<file path="config.mk">
export PLATFORM = sky130hd
export DESIGN_NAME = bus_hold_arb
export DESIGN_NICKNAME = d
export VERILOG_FILES = /design/src/rtl/bha_pkg.sv /design/src/rtl/bha_sync.sv /design/src/rtl/bha_arb_fsm.sv /design/src/rtl/bha_breq_latch.sv /design/src/rtl/bha_pin_lock.sv /design/src/rtl/bus_hold_arb.sv
export SDC_FILE = /design/constraint.sdc
export NUM_CORES = 1
export LEC_CHECK = 0
export ABC_AREA = 0
export BUFFER_PORTS_ARGS = -buffer_cell sky130_fd_sc_hd__buf_2
export CORE_AREA = 4 4 41 43
export DETAILED_ROUTE_END_ITERATION = 12
export DIE_AREA = 0 0 45 47
export PLACE_DENSITY_LB_ADDON = 0.12
export SLEW_MARGIN = 10
export SYNTH_ARGS = -nofsm -noshare
export SYNTH_HDL_FRONTEND = slang
export SYNTH_SLANG_ARGS = --single-unit
</file>
<file path="constraint.sdc">
create_clock -name clk -period 1.4 [get_ports clk]
set_clock_uncertainty 0.1 [all_clocks]
set_input_delay 0.21 -clock clk [delete_from_list [all_inputs] [get_ports clk]]
set_output_delay 0.21 -clock clk [all_outputs]
set_load 0.005 [all_outputs]
</file>
<file path="src/rtl/bha_pkg.sv">
package bha_pkg;

  typedef enum logic [1:0] {
    ARB_OWN   = 2'd0,
    ARB_DRAIN = 2'd1,
    ARB_HELD  = 2'd2
  } arb_st_e;

  // Next arbiter state from current state, enable, synced request, busy.
  function automatic arb_st_e f_arb_next(input arb_st_e st, input logic en,
                                         input logic req, input logic busy);
    arb_st_e n;
    n = st;
    case (st)
      ARB_OWN:   if (en && req) n = ARB_DRAIN;
      ARB_DRAIN: if (!(en && req)) n = ARB_OWN;
                 else if (!busy) n = ARB_HELD;
      ARB_HELD:  if (!(en && req)) n = ARB_OWN;
      default:   n = ARB_OWN;
    endcase
    return n;
  endfunction

  // Sticky bus request: set by pending request while held, kept until release.
  function automatic logic f_breq_next(input logic held_nxt, input logic cur,
                                       input logic pend);
    return held_nxt && (cur || pend);
  endfunction

endpackage

</file>
<file path="src/rtl/bha_sync.sv">
module bha_sync #(
  parameter int  STAGES  = 2,
  parameter logic RST_VAL = 1'b1
) (
  input  logic clk,
  input  logic rst_n,
  input  logic async_i,
  output logic sync_o
);
  localparam int LAST = STAGES - 1;

  logic [LAST:0] sh_q;

  generate
    if (STAGES == 1) begin : g_one
      always_ff @(posedge clk or negedge rst_n) begin
        if (!rst_n) sh_q <= RST_VAL;
        else        sh_q <= async_i;
      end
    end else begin : g_many
      always_ff @(posedge clk or negedge rst_n) begin
        if (!rst_n) sh_q <= {STAGES{RST_VAL}};
        else        sh_q <= {sh_q[LAST-1:0], async_i};
      end
    end
  endgenerate

  assign sync_o = sh_q[LAST];
endmodule

</file>
<file path="src/rtl/bha_arb_fsm.sv">
module bha_arb_fsm
  import bha_pkg::*;
(
  input  logic    clk,
  input  logic    rst_n,
  input  logic    hold_en_i,
  input  logic    hold_req_i,
  input  logic    cyc_busy_i,
  output arb_st_e st_o,
  output logic    held_nxt_o
);
  arb_st_e st_q, st_d;

  always_comb st_d = f_arb_next(st_q, hold_en_i, hold_req_i, cyc_busy_i);

  always_ff @(posedge clk or negedge rst_n) begin
    if (!rst_n) st_q <= ARB_OWN;
    else        st_q <= st_d;
  end

  assign st_o       = st_q;
  assign held_nxt_o = (st_d == ARB_HELD);
endmodule

</file>
<file path="src/rtl/bha_breq_latch.sv">
module bha_breq_latch
  import bha_pkg::*;
(
  input  logic clk,
  input  logic rst_n,
  input  logic held_nxt_i,
  input  logic req_pend_i,
  output logic breq_o
);
  logic breq_q;

  always_ff @(posedge clk or negedge rst_n) begin
    if (!rst_n) breq_q <= 1'b0;
    else        breq_q <= f_breq_next(held_nxt_i, breq_q, req_pend_i);
  end

  assign breq_o = breq_q;
endmodule

</file>
<file path="src/rtl/bha_pin_lock.sv">
module bha_pin_lock #(
  parameter int PIN_W = 3
) (
  input  logic             clk,
  input  logic             rst_n,
  input  logic             hold_en_i,
  input  logic             we_i,
  input  logic [PIN_W-1:0] wdata_i,
  output logic [PIN_W-1:0] cfg_q_o,
  output logic [PIN_W-1:0] pin_sel_o
);
  logic [PIN_W-1:0] cfg_q;
  logic             wr_ok;

  assign wr_ok = we_i && !hold_en_i;

  always_ff @(posedge clk or negedge rst_n) begin
    if (!rst_n)     cfg_q <= '0;
    else if (wr_ok) cfg_q <= wdata_i;
  end

  generate
    for (genvar i = 0; i < PIN_W; i++) begin : g_sel
      assign pin_sel_o[i] = hold_en_i | cfg_q[i];
    end
  endgenerate

  assign cfg_q_o = cfg_q;
endmodule

</file>
<file path="src/rtl/bus_hold_arb.sv">
module bus_hold_arb
  import bha_pkg::*;
#(
  parameter int SYNC_STAGES = 2,
  parameter int PIN_W       = 3
) (
  input  logic             clk,
  input  logic             rst_n,
  input  logic             hold_en_i,
  input  logic             hold_n_i,
  input  logic             req_pend_i,
  input  logic             cyc_busy_i,
  input  logic             cfg_we_i,
  input  logic [PIN_W-1:0] cfg_wdata_i,
  output logic             hlda_n_o,
  output logic             breq_n_o,
  output logic             grant_o,
  output logic [PIN_W-1:0] cfg_q_o,
  output logic [PIN_W-1:0] pin_sel_o
);
  logic    hold_n_s;
  logic    hold_req_s;
  logic    held_nxt;
  logic    breq_s;
  arb_st_e st;

  bha_sync #(.STAGES(SYNC_STAGES), .RST_VAL(1'b1)) u_sync (
    .clk(clk), .rst_n(rst_n), .async_i(hold_n_i), .sync_o(hold_n_s)
  );

  assign hold_req_s = ~hold_n_s;

  bha_arb_fsm u_fsm (
    .clk(clk), .rst_n(rst_n), .hold_en_i(hold_en_i), .hold_req_i(hold_req_s),
    .cyc_busy_i(cyc_busy_i), .st_o(st), .held_nxt_o(held_nxt)
  );

  bha_breq_latch u_breq (
    .clk(clk), .rst_n(rst_n), .held_nxt_i(held_nxt), .req_pend_i(req_pend_i),
    .breq_o(breq_s)
  );

  bha_pin_lock #(.PIN_W(PIN_W)) u_lock (
    .clk(clk), .rst_n(rst_n), .hold_en_i(hold_en_i), .we_i(cfg_we_i),
    .wdata_i(cfg_wdata_i), .cfg_q_o(cfg_q_o), .pin_sel_o(pin_sel_o)
  );

  assign hlda_n_o = (st != ARB_HELD);
  assign grant_o  = (st == ARB_OWN);
  assign breq_n_o = ~breq_s;
endmodule

</file>
==> flow_metrics.env, run 1 <==
export IMPL_outcome="completed"
export IMPL_gp_congestion=0.707
export IMPL_die_area_um2=2120
export IMPL_synthArstFlopShare_pct=100
export IMPL_worst_pin_slew_ps=273
export IMPL_hold_viol=0
export IMPL_synth_top_area_cell="dfrtp_1"
export IMPL_place_inst=58
export IMPL_first_global_vias=272
export IMPL_cts_root_buf="clkbuf_4"
export IMPL_yosysMostFrequentCell="dfrtp_1"
export IMPL_synth_seq_cells=8
export IMPL_core_um2=1300
export IMPL_die_w_um=45
export IMPL_clkTransAtPathRegs_ps=60
export IMPL_final_area_um2=494
export IMPL_track_usage_pct=7.81
export IMPL_fin_crit_ps=1340
export IMPL_grt_busiest_layer="met2"
export IMPL_powerDensity_nw_per_um2=1070
export IMPL_start_util_pct=24.9
export IMPL_grt_antenna_before_repair=0
export IMPL_h_tree_depth=1
export IMPL_p_leak_nw=0.231
export IMPL_grt_remaining_overflow=0
export IMPL_fin_setup_tns_ps=0
export IMPL_grt_pass1_wl_mm=1.15
export IMPL_syn_area_per_cell_um2=13.0
export IMPL_setup_violations=0
export IMPL_rsz0062_at_grt="false"
export IMPL_setup_worst_path_end_class="output port"
export IMPL_fillers=148
export IMPL_grt_use_met2_pct=11.9
export IMPL_yosys_area_top_type_share_pct=46.3
export IMPL_dr_first_iter_drc_count=2
export IMPL_numClockSinks=8
export IMPL_cts_resized=0
export IMPL_wire_per_inst_um=10.3
export IMPL_use_met3_pct=2.68
export IMPL_ios=19
export IMPL_numPortBuffers=18
export IMPL_via_count=269
export IMPL_ant_nets=0
export IMPL_numCtsBuffers=3
export IMPL_area_growth_pct=52.5
export IMPL_hold_path_class="input pin to register"
export IMPL_critPathMaxFanout=3
export IMPL_routed_wl_um=681
export IMPL_tritoncts="yes"
export IMPL_gr_usage_met1_pct=8.64
export IMPL_rows=13
export IMPL_grt_max_degree=9
export IMPL_crit_path_start_kind="register"
export IMPL_dpl_cell_area_um2=433
export IMPL_synth_top_cells_by_area="dfrtp_1, dfstp_2, mux2_2"
export IMPL_synth_edff_count=0
export IMPL_netlist_cell_type_count=13
export IMPL_die_h_um=47
export IMPL_fin_crit_sh_pct=96.0
export IMPL_drive_gt1_share_pct=62.7
export IMPL_synth_nets=35
export IMPL_first_pass_iters=2
export IMPL_clk_path_buf_depth=2
export IMPL_critical_path_class="register to output port"
export IMPL_cp_required_ps=1090
export IMPL_ys_seq_area_share_pct=62.5
export IMPL_synth_main_ff_cell="dfrtp_1"
export IMPL_vdd_ir_drop_max_mv=0.472
export IMPL_final_nets=62
export IMPL_synth_cells=25
export IMPL_finalNonFillerCells=66
export IMPL_clkLatencyLatePin_ps=240
export IMPL_hold_ws_ps=87.6
export IMPL_ys_top_cells_by_count="dfrtp_1, mux2_2, or2_2"
export IMPL_vias_per_cell=4.08
export IMPL_ys_warn_count=0
export IMPL_relSlewSlack_pct=81.8
export IMPL_arrival_ps=1030
export IMPL_max_freq_ghz=0.744
export IMPL_report_final_slew_viol_count=0
export IMPL_syn_area_um2=324
export IMPL_maxCapViolCount=0
export IMPL_drc=0
export IMPL_diodes=0
[metrics by stage]
stage	worst slack (ps)	power, mW	utilization, %
2_1_floorplan	244	0.299	-
3_3_place_gp	230	0.343	33.3
3_5_place_dp	201	0.345	33.3
4_1_cts	33.1	0.543	36.8
5_1_grt	5.23	0.572	38.0
6_report	56.6	0.531	38.0
[where the power goes]
group	leakage [nW]	internal (mW)	total, mW	switching [mW]
sequential	0.0970	0.252	0.263	0.0105
clock	0.0150	0.109	0.184	0.0755
combinational	0.119	0.0517	0.0837	0.0320
total	0.231	0.413	0.531	0.118
[registers in the layout (all words and copies together) (netlist names)]
signal / cells
u_lock.cfg_q_o: 3
u_breq.breq_o: 1
u_sync.sh_q: 2
u_fsm.st_o: 2
[critical path, cell delays in order (launching register included)]
cell and delay, ps:
dfrtp_1 380, or2_2 270, buf_2 130
[layer usage]
layer / up-vias / routed length [um]
li1: 134 / -
met1: 124 / 265
met2: 11 / 358
met3: 0 / 56
met4: 0 / 0
met5: - / 0
[worst paths after layout]
path                       slack [ps]              start  cells after the start           endpoint
setup / recovery                   60  u_lock.cfg_q_o[1]                      2       pin_sel_o[1]
hold / removal                     90     cfg_wdata_i[1]                      2  u_lock.cfg_q_o[1]
setup reg to reg                  210      u_fsm.st_o[1]                      2      u_breq.breq_o
hold reg to reg                   260     u_sync.sh_q[0]                      0     u_sync.sh_q[1]
max in group asynchronous         730              rst_n                      2     u_sync.sh_q[1]
min in group asynchronous         220              rst_n                      2  u_lock.cfg_q_o[0]
[what timing repair did]
item / CTS / global route
buffers inserted: 0 / 2
hold endpoints to repair: 9 / 0
endpoints found under the setup margin: 0 / 1
hold buffers: 2 / 0
[final cells by class]
| class | instances | area [um2] | area share (%) |
|---|---|---|---|
| inverters | 1 | 3.75 | 0.759 |
| multi-input cells | 16 | 118 | 23.8 |
| flip-flops and latches | 8 | 203 | 41.0 |
| well taps | 15 | 18.8 | 3.80 |
| clock buffers | 4 | 26.3 | 5.32 |
| repair buffers | 22 | 125 | 25.3 |
[cell usage in the layout (no fill, tap or decap)]
cell type       n
buf_2          18
dfrtp_1         6
or2_2           3
mux2_2          3
clkbuf_4        3
nor2_1          2
nor2b_1         2
dlygate4sd3_1   2
buf_4           2
dfstp_2         2
nand2b_1        1
nor3_1          1
or2b_1          1
or3b_1          1
a21oi_1         1
inv_1           1
a211oi_2        1
clkbuf_1        1
[cells by family after synthesis]
| logic type | after synthesis | share of synthesized area [%] |
|---|---|---|
| buf+inv | 1 | 1.16 |
| compound gates | 2 | 5.40 |
| flops | 8 | 62.5 |
| mux | 3 | 10.4 |
| simple gates | 11 | 20.5 |
No activity file was read; power rests on OpenSTA's default activity.
==> run 2: changes to the inputs <==
--- a/config.mk
+++ b/config.mk
@@ -5,7 +5,7 @@
 export SDC_FILE = /design/constraint.sdc
 export NUM_CORES = 1
 export LEC_CHECK = 0
-export ABC_AREA = 0
+export ABC_AREA = 1
 export BUFFER_PORTS_ARGS = -buffer_cell sky130_fd_sc_hd__buf_2
 export CORE_AREA = 4 4 41 43
 export DETAILED_ROUTE_END_ITERATION = 12
==> flow_metrics.env, run 2 <==
export IMPL_ios=19
export IMPL_outcome="completed"
export IMPL_synth_seq_cells=8
export IMPL_setup_worst_path_end_class="output port"
export IMPL_fin_setup_tns_ps=0
export IMPL_arrival_ps=970
export IMPL_netlist_cell_type_count=11
export IMPL_fin_crit_ps=1280
export IMPL_routed_wl_um=716
export IMPL_ys_warn_count=0
export IMPL_cp_required_ps=1090
export IMPL_dpl_hpwl_um=604
export IMPL_clk_path_buf_depth=2
export IMPL_diodes=0
export IMPL_grt_pass1_wl_mm=1.17
export IMPL_grt_max_degree=9
export IMPL_critPathMaxFanout=3
export IMPL_first_global_vias=308
export IMPL_numCtsBuffers=3
export IMPL_largest_register_ff_count=3
export IMPL_yosysMostFrequentCell="nand2_1"
export IMPL_die_h_um=47
export IMPL_vdd_ir_drop_max_mv=0.617
export IMPL_area_growth_pct=45.8
export IMPL_syn_area_per_cell_um2=8.92
export IMPL_synth_cells=38
export IMPL_grt_remaining_overflow=0
export IMPL_ant_nets=0
export IMPL_hold_viol=0
export IMPL_post_route_util_pct=38.0
export IMPL_synth_main_ff_cell="dfrtp_1"
export IMPL_final_cell_mix="buf_2, nand2_1, dfrtp_1"
export IMPL_report_final_slew_viol_count=0
export IMPL_fin_crit_sh_pct=91.5
export IMPL_clkTransAtPathRegs_ps=60
export IMPL_gp_congestion=0.645
export IMPL_synth_top_area_cell="dfrtp_1"
export IMPL_syn_area_um2=339
export IMPL_tritoncts="yes"
export IMPL_numPortBuffers=18
export IMPL_dr_first_iter_drc_count=7
export IMPL_yosys_area_top_type_share_pct=44.3
export IMPL_relSlewSlack_pct=87.8
export IMPL_die_w_um=45
export IMPL_synth_edff_count=0
export IMPL_vias_per_cell=4.01
export IMPL_synthArstFlopShare_pct=100
export IMPL_synth_nets=48
export IMPL_crit_path_start_kind="register"
export IMPL_drive_gt1_share_pct=43.5
export IMPL_critical_path_class="register to output port"
export IMPL_cts_root_buf="clkbuf_4"
export IMPL_wire_per_inst_um=9.30
export IMPL_synth_top_cells_by_area="dfrtp_1, dfstp_2, nand2_1"
export IMPL_start_util_pct=26.1
export IMPL_grt_antenna_before_repair=0
export IMPL_core_um2=1300
export IMPL_ys_top_cells_by_count="nand2_1, dfrtp_1, inv_1"
export IMPL_powerDensity_nw_per_um2=1070
export IMPL_worst_pin_slew_ps=183
export IMPL_final_nets=73
export IMPL_p_leak_nw=0.269
export IMPL_max_freq_ghz=0.781
export IMPL_ys_seq_area_share_pct=59.8
export IMPL_fillers=151
export IMPL_drc=0
export IMPL_rsz0062_at_grt="false"
export IMPL_track_usage_pct=8.05
export IMPL_hold_path_class="input pin to register"
export IMPL_rows=13
export IMPL_die_area_um2=2120
export IMPL_setup_violations=0
export IMPL_final_common_cell="buf_2"
export IMPL_maxCapViolCount=0
export IMPL_via_count=309
export IMPL_clkLatencyLatePin_ps=250
export IMPL_h_tree_depth=1
export IMPL_numClockSinks=8
export IMPL_first_pass_iters=4
export IMPL_r2r_slack_ps=480
run 2: final cells by class:
type | instances | area [um2] | share of cell area [%]
clock buffers | 4 | 26.3 | 5.32
inverters | 7 | 26.3 | 5.32
multi-input cells | 23 | 110 | 22.3
flip-flops and latches | 8 | 203 | 41.0
well taps | 15 | 18.8 | 3.80
repair buffers | 20 | 110 | 22.3
run 2: power breakdown:
| part | internal, mW | switching (mW) |
|---|---|---|
| sequential | 0.250 | 0.0108 |
| combinational | 0.0407 | 0.0378 |
| clock | 0.109 | 0.0778 |
| total | 0.400 | 0.126 |
run 2: kinds of logic after synthesis:
group           synth area share [%]
compound gates                  1.47
buf+inv                         7.75
flops                           59.8
simple gates                    31.0
run 2: timing repair:
action,in CTS,in global routing
hold endpoints to repair,9,0
hold buffers,2,0
setup buffers,0,0
resized for setup,0,0
run 2: final timing paths:
kind                            depth (start not counted)              start                end
worst max-delay path                                    2  u_lock.cfg_q_o[1]       pin_sel_o[1]
worst min-delay path                                    3     cfg_wdata_i[1]  u_lock.cfg_q_o[1]
worst max register to register                          5      u_fsm.st_o[1]      u_breq.breq_o
worst min register to register                          0     u_sync.sh_q[0]     u_sync.sh_q[1]
max in group asynchronous                               2              rst_n     u_sync.sh_q[0]
min in group asynchronous                               2              rst_n  u_lock.cfg_q_o[1]
run 2: worst max-delay path: stages, from the launching register on:
cell and delay [ps]:
dfrtp_1 390, or2_1 200, buf_2 120
run 2: routing by layer:
metal	up-vias	track usage, %	share of wire, %
met2	12	13.0	54
li1	161	-	-
met1	136	8.62	35
met5	-	0	0
met3	0	5.75	11
met4	0	1.75	0
run 2: per-stage QoR:
step                total power [mW]  worst slack [ps]  cells  hold WS, ps  instance area (um2)
global route                   0.569              62.6     77          101                  494
floorplan                      0.295               498     38         -186                  339
CTS                            0.540               108     77         92.6                  494
global placement               0.342               396     71        -33.4                  448
finish                         0.527               120     77         92.6                  494
detailed placement             0.343               391     71        -34.0                  448
==> run 3: changes to the inputs <==
--- a/config.mk
+++ b/config.mk
@@ -10,7 +10,7 @@
 export CORE_AREA = 4 4 41 43
 export DETAILED_ROUTE_END_ITERATION = 12
 export DIE_AREA = 0 0 45 47
-export PLACE_DENSITY_LB_ADDON = 0.12
+export PLACE_DENSITY_LB_ADDON = 0.08
 export SLEW_MARGIN = 10
 export SYNTH_ARGS = -nofsm -noshare
 export SYNTH_HDL_FRONTEND = slang
==> flow_metrics.env, run 3 (same netlist as run 2, synthesis figures left out) <==
export IMPL_powerDensity_nw_per_um2=1070
export IMPL_crit_path_start_kind="register"
export IMPL_hold_path_class="input pin to register"
export IMPL_h_tree_depth=1
export IMPL_start_util_pct=26.1
export IMPL_cp_slowest_cell="dfrtp_1"
export IMPL_routed_wl_um=660
export IMPL_setup_worst_path_end_class="output port"
export IMPL_clk_path_buf_depth=2
export IMPL_grt_max_degree=9
export IMPL_relSlewSlack_pct=87.9
export IMPL_path_buf_inv=1
export IMPL_first_pass_iters=2
export IMPL_grt_pass1_wl_mm=1.08
export IMPL_clockPowerShare_pct=35.9
export IMPL_dpl_hpwl_um=565
export IMPL_vdd_ir_drop_max_mv=0.451
export IMPL_slowest_delay_ps=390
export IMPL_dr_first_iter_drc_count=2
export IMPL_wire_per_inst_um=8.57
export IMPL_area_growth_pct=45.8
export IMPL_cts_setup_buffers=0
export IMPL_report_final_slew_viol_count=0
export IMPL_setup_violations=0
export IMPL_numClockSinks=8
export IMPL_max_freq_ghz=0.780
export IMPL_final_nets=73
export IMPL_rsz0062_at_grt="false"
export IMPL_ios=19
export IMPL_cts_root_buf="clkbuf_4"
export IMPL_fin_setup_tns_ps=0
export IMPL_finalNonFillerCells=77
export IMPL_largest_register_ff_count=3
export IMPL_grt_antenna_before_repair=0
export IMPL_critical_path_class="register to output port"
export IMPL_die_area_um2=2120
export IMPL_arrival_ps=970
export IMPL_gp_congestion=0.690
export IMPL_cts_resized=0
export IMPL_clkLatencyLatePin_ps=250
export IMPL_die_w_um=45
export IMPL_ant_nets=0
export IMPL_numCtsBuffers=3
export IMPL_place_inst=71
export IMPL_critPathMaxFanout=3
export IMPL_worst_pin_slew_ps=182
export IMPL_hold_depth=3
export IMPL_die_h_um=47
export IMPL_vias_per_cell=4.04
export IMPL_fin_crit_ps=1280
export IMPL_rows=13
export IMPL_netSwitchingFraction_pct=24.2
export IMPL_pwr_share_comb_pct=14.7
export IMPL_tritoncts="yes"
export IMPL_ctsHoldBuffers=2
export IMPL_outcome="completed"
export IMPL_maxCapViolCount=0
export IMPL_intPower_mw=0.400
export IMPL_drc=0
export IMPL_core_um2=1300
export IMPL_diodes=0
export IMPL_pwr_share_seq_pct=49.4
export IMPL_cp_required_ps=1090
export IMPL_switchingPower_mw=0.128
export IMPL_final_cell_mix="buf_2, nand2_1, dfrtp_1"
export IMPL_crit_cells=2
export IMPL_grt_remaining_overflow=0
export IMPL_final_common_cell="buf_2"
export IMPL_track_usage_pct=7.35
export IMPL_clkTransAtPathRegs_ps=60
export IMPL_drive_gt1_share_pct=43.5
export IMPL_via_count=311
export IMPL_hold_viol=0
export IMPL_fin_crit_sh_pct=91.6
export IMPL_hold_ws_ps=86.5
export IMPL_first_global_vias=255
export IMPL_p_leak_nw=0.269
export IMPL_worstPathCellList="or2_1, buf_2"
export IMPL_numPortBuffers=18
export IMPL_critPathTopFamily="flip-flops"
export IMPL_ff2ff_path_depth=3
run 3: cell counts in the layout (fill, tap and decap cells not counted):
No cell type changed its count.
run 3: per-stage QoR:
stage | setup WS (ps) | area, um2 | util, % | power [mW]
after floorplan | 498 | 339 | - | 0.295
after global placement | 381 | 448 | 34.4 | 0.342
after detailed placement | 387 | 448 | 34.4 | 0.341
after CTS | 105 | 494 | 38.0 | 0.537
after global routing | 64.0 | 494 | 38.0 | 0.561
final | 118 | 494 | 38.0 | 0.528
run 3: layout make-up:
type | instances | area (um2)
Clock buffer | 4 | 26.3
Fill cell | 144 | 807
Inverter | 7 | 26.3
Multi-Input combinational cell | 23 | 110
Sequential cell | 8 | 203
Tap cell | 15 | 18.8
Timing Repair Buffer | 20 | 110
run 3: layer usage:
layer | share of wire [%] | track usage (%) | vias to the layer above
li1 | - | - | 161
met1 | 44 | 10.6 | 140
met2 | 47 | 9.04 | 10
met3 | 8.9 | 2.30 | 0
met4 | 0 | 5.26 | 0
met5 | 0 | 0 | -
run 3: path summary, 6_finish.rpt:
kind	from	slack (ps)	end
setup / recovery	u_lock.cfg_q_o[0]	120	pin_sel_o[0]
min in group asynchronous	rst_n	220	u_fsm.st_o[0]
setup reg to reg	u_sync.sh_q[1]	480	u_fsm.st_o[1]
hold / removal	cfg_wdata_i[2]	90	u_lock.cfg_q_o[2]
max in group asynchronous	rst_n	730	u_sync.sh_q[1]
hold reg to reg	u_sync.sh_q[0]	260	u_sync.sh_q[1]
run 3: power by group through the flow:
stage	combinational, mW	sequential, mW	clock, mW
finish	0.0776	0.261	0.189
global placement	0.0769	0.265	0
CTS	0.0796	0.262	0.196
floorplan	0.0303	0.265	0
detailed placement	0.0754	0.266	0
global route	0.0902	0.264	0.207
run 3: worst register-to-register path, cell delays in order, from the launching register on:
cell and delay (ps):
dfstp_2 540, nor2_4 40, nand2_1 90, inv_1 50
